<file path="config.mk">
export PLATFORM = sky130hd
export DESIGN_NAME = irqsc_ctrl
export DESIGN_NICKNAME = d
export VERILOG_FILES = /design/src/rtl/irqsc_pkg.sv /design/src/rtl/irqsc_decode.sv /design/src/rtl/irqsc_pending.sv /design/src/rtl/irqsc_mask.sv /design/src/rtl/irqsc_irq_gen.sv /design/src/rtl/irqsc_ctrl.sv
export SDC_FILE = /design/constraint.sdc
export NUM_CORES = 1
export LEC_CHECK = 0
export BUFFER_PORTS_ARGS = -buffer_cell sky130_fd_sc_hd__buf_2
export CAP_MARGIN = 20
export CORE_MARGIN = 2
export CORE_UTILIZATION = 30
export CTS_CLUSTER_DIAMETER = 40
export DETAILED_ROUTE_END_ITERATION = 10
export PLACE_DENSITY = 0.66
export SYNTH_ARGS = -nofsm -noshare
export SYNTH_HDL_FRONTEND = slang
export SYNTH_SLANG_ARGS = --single-unit
</file>
<file path="constraint.sdc">
create_clock -name clk -period 2.3 [get_ports clk]
set_input_delay 0.69 -clock clk [delete_from_list [all_inputs] [get_ports clk]]
set_output_delay 0.69 -clock clk [all_outputs]
set_load 0.005 [all_outputs]
</file>
<file path="src/rtl/irqsc_pkg.sv">
// Shared constants and types for the set/clear interrupt mask controller.
// Assumes byte offsets of at least 8 address bits.
package irqsc_pkg;

    localparam logic [7:0] OFS_PEND   = 8'h04;  // pending, read / write-one-to-clear
    localparam logic [7:0] OFS_ARM    = 8'h08;  // mask set, write-only
    localparam logic [7:0] OFS_DISARM = 8'h0C;  // mask clear, write-only
    localparam logic [7:0] OFS_VIEW   = 8'h10;  // mask view, read-only

    typedef enum logic [1:0] {
        RSEL_ZERO = 2'd0,
        RSEL_PEND = 2'd1,
        RSEL_VIEW = 2'd2
    } rsel_e;

    typedef struct packed {
        logic pend_clr;
        logic arm;
        logic disarm;
    } wstb_t;

endpackage

</file>
<file path="src/rtl/irqsc_decode.sv">
// Address decoder: turns the register port into write strobes and a read
// selector. Assumes ADDR_W >= 8; the address must match exactly, so
// unmapped offsets select nothing.
module irqsc_decode
    import irqsc_pkg::*;
#(
    parameter int ADDR_W = 8
) (
    input  logic              we,
    input  logic [ADDR_W-1:0] addr,
    output wstb_t             stb,
    output rsel_e             rsel
);

    localparam logic [ADDR_W-1:0] A_PEND   = ADDR_W'(OFS_PEND);
    localparam logic [ADDR_W-1:0] A_ARM    = ADDR_W'(OFS_ARM);
    localparam logic [ADDR_W-1:0] A_DISARM = ADDR_W'(OFS_DISARM);
    localparam logic [ADDR_W-1:0] A_VIEW   = ADDR_W'(OFS_VIEW);

    // Write strobes: one per writable offset, none for the mask view.
    always_comb begin
        stb.pend_clr = we && (addr == A_PEND);
        stb.arm      = we && (addr == A_ARM);
        stb.disarm   = we && (addr == A_DISARM);
    end

    // Read selector: only pending and mask view return data.
    always_comb begin
        if (addr == A_PEND)      rsel = RSEL_PEND;
        else if (addr == A_VIEW) rsel = RSEL_VIEW;
        else                     rsel = RSEL_ZERO;
    end

endmodule

</file>
<file path="src/rtl/irqsc_pending.sv">
// Pending bank: one sticky bit per source. An event sets the bit and a
// write-one-to-clear resets it. The event wins when both land together.
// Assumes events are synchronous to clk.
module irqsc_pending #(
    parameter int NSRC = 7
) (
    input  logic            clk,
    input  logic            rst_n,
    input  logic [NSRC-1:0] evt,
    input  logic            clr_stb,
    input  logic [NSRC-1:0] clr_bits,
    output logic [NSRC-1:0] pend_q
);

    for (genvar i = 0; i < NSRC; i++) begin : g_bit
        // Per-source sticky flag, with set priority over clear.
        always_ff @(posedge clk) begin
            if (!rst_n)                       pend_q[i] <= 1'b0;
            else if (evt[i])                  pend_q[i] <= 1'b1;
            else if (clr_stb && clr_bits[i])  pend_q[i] <= 1'b0;
        end
    end

endmodule

</file>
<file path="src/rtl/irqsc_mask.sv">
// Mask bank: each bit is set through the arm strobe and cleared through
// the disarm strobe, and only where the write data holds a one.
// Assumes the two strobes are never active together, since they come
// from different offsets.
module irqsc_mask #(
    parameter int NSRC = 7
) (
    input  logic            clk,
    input  logic            rst_n,
    input  logic            arm_stb,
    input  logic            disarm_stb,
    input  logic [NSRC-1:0] bits,
    output logic [NSRC-1:0] mask_q
);

    for (genvar i = 0; i < NSRC; i++) begin : g_bit
        // Per-source enable flag, updated only by selected ones.
        always_ff @(posedge clk) begin
            if (!rst_n)                     mask_q[i] <= 1'b0;
            else if (arm_stb && bits[i])    mask_q[i] <= 1'b1;
            else if (disarm_stb && bits[i]) mask_q[i] <= 1'b0;
        end
    end

endmodule

</file>
<file path="src/rtl/irqsc_irq_gen.sv">
// Interrupt output stage: reduces pending AND mask to one request line and
// registers it, so the output is glitch-free and one cycle behind.
module irqsc_irq_gen #(
    parameter int NSRC = 7
) (
    input  logic            clk,
    input  logic            rst_n,
    input  logic [NSRC-1:0] pend,
    input  logic [NSRC-1:0] mask,
    output logic            irq_q
);

    logic [NSRC-1:0] live;

    // Sources that are both pending and enabled.
    always_comb live = pend & mask;

    // Registered OR-reduction of the live sources.
    always_ff @(posedge clk) begin
        if (!rst_n) irq_q <= 1'b0;
        else        irq_q <= |live;
    end

endmodule

</file>
<file path="src/rtl/irqsc_ctrl.sv">
// Set/clear interrupt mask controller, top level. Wires the decoder, the
// pending bank, the mask bank and the output stage, and muxes read data.
// Assumes DATA_W >= NSRC and ADDR_W >= 8. Reads are combinational.
module irqsc_ctrl
    import irqsc_pkg::*;
#(
    parameter int NSRC   = 7,
    parameter int ADDR_W = 8,
    parameter int DATA_W = 32
) (
    input  logic              clk,
    input  logic              rst_n,
    input  logic [NSRC-1:0]   src_evt,
    input  logic              reg_we,
    input  logic [ADDR_W-1:0] reg_addr,
    input  logic [DATA_W-1:0] reg_wdata,
    output logic [DATA_W-1:0] reg_rdata,
    output logic              irq_o
);

    wstb_t           stb;
    rsel_e           rsel;
    logic [NSRC-1:0] wbits;
    logic [NSRC-1:0] pend_vec;
    logic [NSRC-1:0] mask_vec;
    logic            unused_wdata_hi;

    // Only the source-wide low slice of the write data is meaningful.
    assign wbits           = reg_wdata[NSRC-1:0];
    assign unused_wdata_hi = ^reg_wdata[DATA_W-1:NSRC];

    irqsc_decode #(.ADDR_W(ADDR_W)) u_decode (
        .we   (reg_we),
        .addr (reg_addr),
        .stb  (stb),
        .rsel (rsel)
    );

    irqsc_pending #(.NSRC(NSRC)) u_pending (
        .clk      (clk),
        .rst_n    (rst_n),
        .evt      (src_evt),
        .clr_stb  (stb.pend_clr),
        .clr_bits (wbits),
        .pend_q   (pend_vec)
    );

    irqsc_mask #(.NSRC(NSRC)) u_mask (
        .clk        (clk),
        .rst_n      (rst_n),
        .arm_stb    (stb.arm),
        .disarm_stb (stb.disarm),
        .bits       (wbits),
        .mask_q     (mask_vec)
    );

    irqsc_irq_gen #(.NSRC(NSRC)) u_irq (
        .clk   (clk),
        .rst_n (rst_n),
        .pend  (pend_vec),
        .mask  (mask_vec),
        .irq_q (irq_o)
    );

    // Read data mux; write-only and unmapped offsets read as zero.
    always_comb begin
        case (rsel)
            RSEL_PEND: reg_rdata = DATA_W'(pend_vec);
            RSEL_VIEW: reg_rdata = DATA_W'(mask_vec);
            default:   reg_rdata = '0;
        endcase
    end

endmodule

</file>
# After elaboration in Yosys (flattened, before gate mapping)

Index checks and enable logic that the tools add are counted.

Equal/unequal tests: 6
Muxes and demuxes: 31
Bitwise operators: 1
Reductions and logical operators: 39

Operators with widths:

| operator                                      | count |
|---|---|
| 2-to-1 mux 1 bit                              | 28 |
| nonzero test 2 bit                            | 14 |
| logical AND 1 bit                             | 24 |
| == test 8 x 4 -> 1 bit, second input constant | 2 |
| one-hot mux 7 bit (2 select lines)            | 1 |
| == test 8 x 3 -> 1 bit, second input constant | 1 |
| == test 8 x 5 -> 1 bit, second input constant | 1 |
| bitwise AND 7 bit                             | 1 |
| OR reduction 7 bit                            | 1 |
| 2-to-1 mux 2 bit                              | 2 |
| == test 2 x 1 -> 1 bit, second input constant | 1 |
| == test 2 bit, second input constant          | 1 |

Register bits: 15
Input bits: 50
Output and inout bits: 33
Logic and storage cells: 92

# Logic depth before layout (Yosys ltp)

Gate-level depths: netlist of run 1.

Depth after elaboration: 5
Mapped depth: 5
Depth with buffers taken out: 3

# Hierarchy

From an unflattened synthesis of run 1, not the netlist that was laid out.

Cell total of the unflattened synthesis: 117
Area, all modules: 979.7 um^2

Modules (own cells, without submodules):

| module        | times used | cells an instance | area an instance (um^2) | seq. area each (um^2) |
|---|---|---|---|---|
| irqsc_ctrl    | 1          | 44                | 302.8                   | 0.0 |
| irqsc_mask    | 1          | 29                | 287.8                   | 140.1 |
| irqsc_pending | 1          | 28                | 245.2                   | 140.1 |
| irqsc_decode  | 1          | 10                | 88.8                    | 0.0 |
| irqsc_irq_gen | 1          | 6                 | 55.1                    | 20.0 |

# Least setup slack after synthesis of run 1

Ideal clock, no wire load.

Kind: input port to output port
From: in reg_addr[2]
To: out reg_rdata[0]
Arrival: 1.579 ns
Data required time: 1.610 ns
Setup slack: 0.031 ns
Stages on the path: 4
Path buffers: 1
Cells stage by stage: buf_4 nor4b_2 a22oi_1 nor2_1

Word-level cells in the longest chain between the ends: 5
Elaborated cells between the ends (all ways): 7
Those cells by class: eq/ne: 4; mux: 3

Ends and longest elaborated chain:

| what                                                           | line               | source |
|---|---|---|
| start, declared                                                | irqsc_ctrl.sv:15   | `input logic [ADDR_W-1:0] reg_addr,` |
| == test 8 x 5 -> 1 bit                                         | irqsc_decode.sv:30 | `else if (addr == A_VIEW) rsel = RSEL_VIEW;` |
| 2-to-1 mux 2 bit                                               | irqsc_decode.sv:30 |  |
| 2-to-1 mux 2 bit (*)                                           | irqsc_decode.sv:29 | `if (addr == A_PEND) rsel = RSEL_PEND;` |
| == test 2 bit / == test 2 x 1 -> 1 bit (equally long branches) | irqsc_ctrl.sv:67   | `case (rsel)` |
| one-hot mux 7 bit (2 select lines) (*)                         | irqsc_ctrl.sv:67   |  |
| end, declared                                                  | irqsc_ctrl.sv:17   | `output logic [DATA_W-1:0] reg_rdata,` |

Every way passes the cells marked *; elsewhere a longest branch is shown, timed or not.

# Final worst setup path of run 1

From: in reg_addr[6]
To: out reg_rdata[3]

Same word-level chain as after synthesis.

==> results of run 1 <==
==> per-stage QoR <==
| stage | total power (W) | TNS (ns) | util (%) | instance area (um2) | worst slack [ns] |
|---|---|---|---|---|---|
| final | 0.000524 | -0.0821 | 41.2 | 1250 | -0.0375 |
| after global routing | 0.000551 | -0.309 | 41.2 | 1250 | -0.0571 |
| after CTS | 0.000520 | -0.0131 | 39.4 | 1190 | -0.00455 |
| after detailed placement | 0.000360 | -0.951 | 36.1 | 1090 | -0.162 |
| after global placement | 0.000356 | -0.958 | 36.1 | 1090 | -0.159 |
| after floorplan | 0.000345 | 0 | - | 1040 | 0.0308 |
==> kinds of logic (layout without fill, tap and decap cells) <==
family	Yosys count	in the layout	synth area share [%]
compound gates	39	39	30.1
simple gates	14	14	11.3
other cells	1	25	0.395
flops	15	15	31.7
buf+inv	39	58	26.5
==> cell usage after synthesis <==
cell type	count	area, um2
and2_0	1	6.26
nor4b_2	2	30.0
buf_4	27	203
nor2_1	7	26.3
buf_2	3	15.0
nor4_4	1	21.3
inv_1	8	30.0
o21ai_0	7	35.0
and2_1	1	6.26
clkbuf_1	1	3.75
a31oi_1	8	50.1
a222oi_1	1	10.0
nor4bb_1	1	10.0
or4_1	1	7.51
conb_1	1	3.75
a41oi_1	7	61.3
a311oi_1	7	61.3
dfxtp_1	15	300
a22oi_1	9	67.6
==> per-layer routing <==
layer | up-vias | share of wire [%] | track usage (%)
met3 | 2 | 8.9 | 3.68
met2 | 56 | 49 | 25.2
met4 | 0 | 0.26 | 4.44
met5 | - | 0 | 0
met1 | 457 | 41 | 19.1
li1 | 445 | - | -
==> cell type report <==
| type | count | share of cell area [%] |
|---|---|---|
| clock buffer | 4 | 2.10 |
| inverter | 8 | 2.40 |
| multi-input combinational | 78 | 43.9 |
| sequential | 15 | 24.0 |
| tap | 44 | 4.41 |
| timing repair buffer | 46 | 23.1 |
==> how the worst max path moves through the flow <==
stage	endpoint	slack, ns	cells after the start
6_report	reg_rdata[3]	-0.04	4
5_1_grt	reg_rdata[1]	-0.06	4
4_1_cts	reg_rdata[1]	-0.005	4
3_5_place_dp	reg_rdata[3]	-0.16	4
3_3_place_gp	reg_rdata[3]	-0.16	4
2_1_floorplan	reg_rdata[0]	0.03	4
==> sequential cells by signal (all words and copies together) (netlist names) <==
signal	count
u_irq.irq_q	1
u_pending.pend_q	7
u_mask.mask_q	7
==> worst max-delay path: cells and delay by family <==
| kind | cells | cell delay [ns] |
|---|---|---|
| and+or+nand+nor | 2 | 0.75 |
| buffers and inverters | 2 | 0.21 |
==> repair_timing <==
item                       4_1_cts  5_1_grt
gates cloned                     1        0
buffers inserted                 4        1
setup endpoints to repair        7        7
gates resized for setup          7       10
pin swaps                       10       10
==> power breakdown <==
group          switching [W]  total (W)  internal (W)
Sequential        0.00000852   0.000277      0.000269
Combinational      0.0000533  0.0000944     0.0000411
Clock              0.0000849   0.000152     0.0000673
==> run metrics, run 1 <==
leakage power=0.540 nW; Clock Sink Count=15; CTS tree=yes; most common cell after layout, fill and taps aside=buf_2; r2r startpoint=u_mask.mask_q[3]; CP cell instances=buf_6 > or4_4 > nor2_2 > buf_2; clock-pin transition on the worst setup and hold timing paths=0.09 ns; Final WS setup=-0.0375 ns; largest net degree at the start of global routing=9; area of the multi-input gates=approximately 550 um2; Syn Area/Cell=8.78 um2; WHS=0.577 ns; r2r endpoint=u_irq.irq_q; RePlAce Congestion=just under 0.8; critical path startpoint category=primary input; Post-CTS Hold Buffers=0; Fillers=334; share of cells above drive strength 1=between 40% and 50%; Reg area=300 um2; final WL=2720 um; WL/cell=between 10 and 15 um; RSZ-0062 raised after global routing=true; core area=between 3000 and 4000 um2; CP max-delay cell=or4_4; # IOs=83; Total GRT Usage=15.1%; cts bufs inserted=3; clk root buf=clkbuf_4; peak supply drop=about 0.14 mV; Critical Path Fanout Max=7; most frequent cells in the layout=30 x buf_2, 25 x conb_1, 15 x dfxtp_1; crit path kind=primary input to primary output; Final Hold Viols=0; Inst Count DP=185; layout net count=202; Yosys Warn Count=0; initial DRC count=56; deepest clock path buffer count=2; Std-Cell Rows=20; die width=about 60 um; CP startpoint=reg_addr[6]; DRT Pass-1 Iters=4; die area=3630 um2; Setup violations, final=6; via count=960; status=finished with violations; diode count=0; hold_sp=u_pending.pend_q[2]; area grow syn2layout=31.7%; wire length of the first global-routing pass=4150 um; I/O Buffers=32; fin cells=195; Period minus WS final=2.34 ns; worst reg2reg setup slack=approximately 1.3 ns; Cell Area, Synth=948 um2; Power Density=between 400 and 500 nW/um2; Reg2Reg Depth=2; failing checks=negative setup slack; CP endpoint kind=primary output; total grt overflow=0; Hold Path End=u_pending.pend_q[2]; initial core utilization=roughly 31%; post-synthesis cell type count=19; vias in the first global route=932; final worst-path cycle share=102%; htree depth=1; Worst Hold Class=flip-flop to flip-flop; hpwl dp=1890 um; # DRC=0; #FFs+latches synth=15; Slew Viols, Final=0; Synth Instances=108; ANT nets after route=0; hold path cells=2; Max Freq=428 MHz; Worst EP required=1.61 ns; via density per instance=4.92; Clock Skew=0.00369 ns; slowest stage delay, CP=0.60 ns; max-cap violations=0; CP arrival=approximately 1.7 ns; Seq/Total Area, Yosys=31.7%; clock latency on the worst-skew pair=approximately 0.28 ns; Die Ht=60.2 um; antenna violations before repair=0
Note: power is estimated with default switching activity, not from simulation.
==> run 2, diff against run 1 <==
Settings changed: CTS_BUF_LIST set to sky130_fd_sc_hd__clkbuf_8.
==> run metrics, run 2 (same netlist as run 1, synthesis figures left out) <==
initial DRC count=58 (was 56); layout net count=202 (unchanged); CP arrival=1.63 ns (was 1.65 ns); Final WS setup=-0.0171 ns (was -0.0375 ns); clock-pin transition on the worst setup and hold timing paths=0.06 ns (was 0.09 ns); Final Hold Viols=0 (unchanged); WHS=0.578 ns (was 0.577 ns); crit path kind=primary input to primary output (unchanged); CTS tree=yes (unchanged); critical path startpoint category=primary input (unchanged); # DRC=0 (unchanged); max-cap violations=0 (unchanged); cts bufs inserted=3 (unchanged); r2r startpoint=u_mask.mask_q[3] (unchanged); leakage power=0.552 nW (was 0.540 nW); clk root buf=clkbuf_8 (was clkbuf_4); Period minus WS final=2.32 ns (was 2.34 ns); wire length of the first global-routing pass=4100 um (was 4150 um); Setup violations, final=5 (was 6); share of cells above drive strength 1=41.1% (unchanged); via density per instance=4.82 (was 4.92); core area=3030 um2 (unchanged); Std-Cell Rows=20 (unchanged); failing checks=negative setup slack (unchanged); Clock Sink Count=15 (unchanged); area grow syn2layout=33.6% (was 31.7%); diode count=0 (unchanged); most frequent cells in the layout=30 x buf_2, 25 x conb_1, 15 x dfxtp_1 (unchanged); htree depth=1 (unchanged); internal power=0.000428 W (was 0.000377 W); Slew Viols, Final=0 (unchanged); Clock Skew=0.00247 ns (was 0.00369 ns); status=finished with violations (unchanged); slowest stage delay, CP=0.59 ns (was 0.60 ns); CP startpoint=reg_addr[6] (unchanged); Clock power frac=35.5% (was 29.1%); WL/cell=13.7 um (was 14.0 um); Largest regs=u_mask.mask_q x7, u_pending.pend_q x7, u_irq.irq_q x1 (unchanged); worst reg2reg setup slack=1.34 ns (about the same); RSZ-0062 raised after global routing=true (unchanged); Reg2Reg Depth=2 (unchanged); Critical Path Fanout Max=7 (unchanged); CP cell instances=buf_6 > or4_4 > nor2_2 > buf_2 (unchanged); deepest clock path buffer count=2 (unchanged); peak supply drop=0.227 mV (was 0.139 mV); combinational share of power=16.3% (was 18.0%); Max Freq=432 MHz (was 428 MHz); via count=940 (was 960); CP max-delay cell=or4_4 (unchanged); # IOs=83 (unchanged); Flop pwr share=48.2% (was 52.9%); r2r endpoint=u_irq.irq_q (unchanged); antenna violations before repair=0 (unchanged); Total GRT Usage=14.8% (was 15.1%); Power Density=454 nW/um2 (was 420 nW/um2); most common cell after layout, fill and taps aside=buf_2 (unchanged); fin cells=195 (unchanged); die width=60.2 um (unchanged); RePlAce Congestion=0.792 (unchanged); ANT nets after route=0 (unchanged); final WL=2680 um (was 2720 um); fin util=41.9% (was 41.2%); Die Ht=60.2 um (unchanged); vias in the first global route=935 (was 932); total grt overflow=0 (unchanged); Inst Count DP=185 (unchanged); die area=3630 um2 (unchanged); clock latency on the worst-skew pair=0.24 ns (was 0.28 ns); final worst-path cycle share=101% (was 102%); pre-CTS setup slack=-0.162 ns (unchanged); hpwl dp=1890 um (unchanged); Post-CTS Hold Buffers=0 (unchanged); initial core utilization=31.3% (unchanged); Worst Hold Class=flip-flop to flip-flop (unchanged); Switch Pwr=0.000148 W (was 0.000147 W); I/O Buffers=32 (unchanged); CP endpoint kind=primary output (unchanged); largest net degree at the start of global routing=9 (unchanged); Worst EP required=1.61 ns (about the same); DRT Pass-1 Iters=4 (unchanged); crit path to=reg_rdata[3] (unchanged); switch share=25.6% (was 28.0%)
run 2: cell types whose count changed in the layout (fill, tap and decap cells not counted):
| cell | previous run | this run |
|---|---|---|
| clkbuf_1 | 1 | 0 |
| clkbuf_4 | 3 | 0 |
| clkbuf_8 | 0 | 3 |
| inv_1 | 8 | 9 |
run 2: how the worst min path moves through the flow:
stage	from	slack, ns	cells after the start	end
global route	u_pending.pend_q[5]	0.60	2	u_pending.pend_q[5]
CTS	u_pending.pend_q[2]	0.57	2	u_pending.pend_q[2]
finish	u_pending.pend_q[2]	0.58	2	u_pending.pend_q[2]
detailed placement	u_pending.pend_q[4]	0.55	2	u_pending.pend_q[4]
floorplan	u_pending.pend_q[2]	0.52	2	u_irq.irq_q
global placement	u_mask.mask_q[4]	0.54	2	u_mask.mask_q[4]
run 2: cell type report:
type | instances | area (um2)
fillers | 331 | 1760
multi-input cells | 78 | 548
flip-flops and latches | 15 | 300
repair buffers | 46 | 289
well taps | 44 | 55.1
clock buffers | 3 | 41.3
inverters | 8 | 30.0
clock inverters | 1 | 3.75
run 2: power by group through the flow:
stage	clock network [W]	logic (W)	registers, W
2_1_floorplan	0	0.0000660	0.000279
3_3_place_gp	0	0.0000754	0.000281
3_5_place_dp	0	0.0000785	0.000281
4_1_cts	0.000213	0.0000867	0.000276
5_1_grt	0.000226	0.000104	0.000278
6_report	0.000204	0.0000939	0.000278
run 2: what timing repair did:
| item | in CTS | in global routing |
|---|---|---|
| resized for setup | 7 | 10 |
| cloned | 1 | 0 |
| setup buffers | 4 | 1 |
| pin swaps | 10 | 9 |
| endpoints found under the setup margin | 7 | 7 |
run 2: routing by layer:
metal	up-vias	global-route usage (%)	wire (um)
met3	2	3.68	199
met1	451	18.8	1130
met4	0	3.49	8
met5	-	0	0
li1	442	-	-
met2	45	25.2	1340
run 2: metrics by stage:
stage / TNS (ns) / cell area, um2 / total power, W
floorplan: 0 / 1040 / 0.000345
finish: -0.0441 / 1270 / 0.000576
detailed placement: -0.951 / 1090 / 0.000360
global placement: -0.958 / 1090 / 0.000356
global route: -0.292 / 1270 / 0.000608
CTS: -0.0131 / 1210 / 0.000576
run 2: critical path, delay by kind of cell:
family	cells	cell delay, ns
buf+inv	2	0.20
simple gates	2	0.73
==> run 3, diff against run 2 <==
Settings changed: CTS_BUF_LIST sky130_fd_sc_hd__clkbuf_8 to sky130_fd_sc_hd__clkbuf_2 sky130_fd_sc_hd__clkbuf_4 sky130_fd_sc_hd__clkbuf_8, RECOVER_POWER set to 25.
==> run metrics, run 3 (same netlist as run 1, synthesis figures left out) <==
via count=951 (was 940); Setup violations, final=5 (unchanged); ANT nets after route=0 (unchanged); CP cell instances=buf_6 > or4_4 > nor2_1 > buf_2 (was buf_6 > or4_4 > nor2_2 > buf_2); uppermost layer routed=met4 (unchanged); Std-Cell Rows=20 (unchanged); Top delay family on crit path=simple AND/OR/NAND/NOR gates (unchanged); Final WS setup=-0.0130 ns (was -0.0171 ns); wl on met1=1130 um (about the same); Final Hold Viols=0 (unchanged); Reg2Reg Depth=2 (unchanged); Clock Skew=0.00333 ns (was 0.00247 ns); Die Ht=60.2 um (unchanged); crit path kind=primary input to primary output (unchanged); # DRC=0 (unchanged); wire length of the first global-routing pass=4110 um (was 4100 um); Post-CTS Hold Buffers=0 (unchanged); design area=1250 um2 (was 1270 um2); critical path startpoint category=primary input (unchanged); dpl cell area=1090 um2 (unchanged); Slew Viols, Final=0 (unchanged); Period minus WS final=2.31 ns (was 2.32 ns); RSZ-0062 raised after global routing=true (unchanged); htree depth=1 (unchanged); largest net degree at the start of global routing=9 (unchanged); final worst-path cycle share=101% (about the same); Worst EP required=1.61 ns (about the same); crit path to=reg_rdata[4] (was reg_rdata[3]); most common cell after layout, fill and taps aside=buf_2 (unchanged); peak supply drop=0.161 mV (was 0.227 mV); fin util=41.2% (was 41.9%); area grow syn2layout=31.5% (was 33.6%); total negative slack=-0.0409 ns (was -0.0441 ns); core area=3030 um2 (unchanged); layout net count=202 (unchanged); DRT Pass-1 Iters=4 (unchanged); Largest regs=u_mask.mask_q x7, u_pending.pend_q x7, u_irq.irq_q x1 (unchanged); I/O Buffers=32 (unchanged); r2r startpoint=u_mask.mask_q[3] (unchanged); antenna violations before repair=0 (unchanged); routed wire length on met3=196 um (was 199 um); # IOs=83 (unchanged); leakage power=0.536 nW (was 0.552 nW); Clock Sink Count=15 (unchanged); WL/cell=13.8 um (was 13.7 um); Critical Path Fanout Max=7 (unchanged); cts bufs inserted=3 (unchanged); routed wl met2=1360 um (was 1340 um); final WL=2700 um (was 2680 um); clk root buf=clkbuf_4 (was clkbuf_8); Total GRT Usage=15.0% (was 14.8%); Power Density=430 nW/um2 (was 454 nW/um2); clock-pin transition on the worst setup and hold timing paths=0.09 ns (was 0.06 ns); max-cap violations=0 (unchanged); total grt overflow=0 (unchanged); buffer and inverter count on the worst path=2 (unchanged); failing checks=negative setup slack (unchanged); vias in the first global route=934 (was 935); CP arrival=1.62 ns (was 1.63 ns); r2r endpoint=u_irq.irq_q (unchanged); worst reg2reg setup slack=1.34 ns (about the same); initial core utilization=31.3% (unchanged); status=finished with violations (unchanged); CTS tree=yes (unchanged); CP endpoint kind=primary output (unchanged); most frequent cells in the layout=29 x buf_2, 25 x conb_1, 15 x dfxtp_1 (was 30 x buf_2, 25 x conb_1, 15 x dfxtp_1); CP startpoint=reg_addr[6] (unchanged); slowest stage delay, CP=0.60 ns (was 0.59 ns); Levels on crit path=4 (unchanged); CP max-delay cell=or4_4 (unchanged); die area=3630 um2 (unchanged); deepest clock path buffer count=2 (unchanged); Pwr Total=0.000536 W (was 0.000576 W); diode count=0 (unchanged); share of cells above drive strength 1=40.4% (was 41.1%); hpwl dp=1890 um (unchanged); die width=60.2 um (unchanged); initial DRC count=59 (was 58); clock latency on the worst-skew pair=0.28 ns (was 0.24 ns); Max Freq=432 MHz (about the same); Worst Hold Class=flip-flop to flip-flop (unchanged); RePlAce Congestion=0.792 (unchanged); via density per instance=4.88 (was 4.82)
-- run 3: changes by cell type in the layout (fill, tap and decap cells not counted) --
cell and change:
clkbuf_1 +2, buf_4 -1, and2_1 -1, and2_0 +1
buf_2 -1, clkbuf_8 -3, inv_1 -1, clkbuf_4 +4
-- run 3: what timing repair did --
action                     4_1_cts  5_1_grt
gates cloned                     1        0
setup endpoints to repair        7        7
gates resized for setup          7       10
pin swaps                       10        8
setup buffers                    4        1
-- run 3: stage by stage --
step | worst slack, ns | instances | hold slack, ns
3_5_place_dp | -0.162 | 185 | 0.554
2_1_floorplan | 0.0308 | 132 | 0.522
4_1_cts | -0.00455 | 194 | 0.575
5_1_grt | -0.0580 | 195 | 0.615
3_3_place_gp | -0.159 | 185 | 0.541
6_report | -0.0130 | 195 | 0.585
-- run 3: worst min path at each step --
stage                        start             endpoint  slack, ns  depth (start not counted)
2_1_floorplan  u_pending.pend_q[2]          u_irq.irq_q       0.52                          2
3_3_place_gp      u_mask.mask_q[4]     u_mask.mask_q[4]       0.54                          2
3_5_place_dp   u_pending.pend_q[4]  u_pending.pend_q[4]       0.55                          2
5_1_grt        u_pending.pend_q[5]  u_pending.pend_q[5]       0.61                          2
4_1_cts        u_pending.pend_q[2]  u_pending.pend_q[2]       0.57                          2
6_report          u_mask.mask_q[2]     u_mask.mask_q[2]       0.58                          2
-- run 3: final cells by class --
cell class | instances | area, um2
fill | 338 | 1780
clock buffer | 4 | 30.0
timing repair buffer | 46 | 284
multi-input combinational | 78 | 548
tap | 44 | 55.1
inverter | 8 | 30.0
sequential | 15 | 300
-- run 3: power breakdown --
group	switching [W]	internal, W	leakage [nW]	total [W]
sequential	0.00000839	0.000269	0.123	0.000277
clock	0.0000859	0.0000791	0.0184	0.000165
combinational	0.0000534	0.0000404	0.394	0.0000938
total	0.000148	0.000388	0.536	0.000536
-- run 3: worst register-to-register path: stages, from the launching register on --
cell	delay, ns
dfxtp_1	0.35
a222oi_1	0.37
a31oi_1	0.13
-- run 3: routing by layer --
layer  up-vias  track usage [%]
li1        444                -
met1       465             19.1
met2        40             25.3
met3         2             3.03
met4         0             4.13
met5         -                0
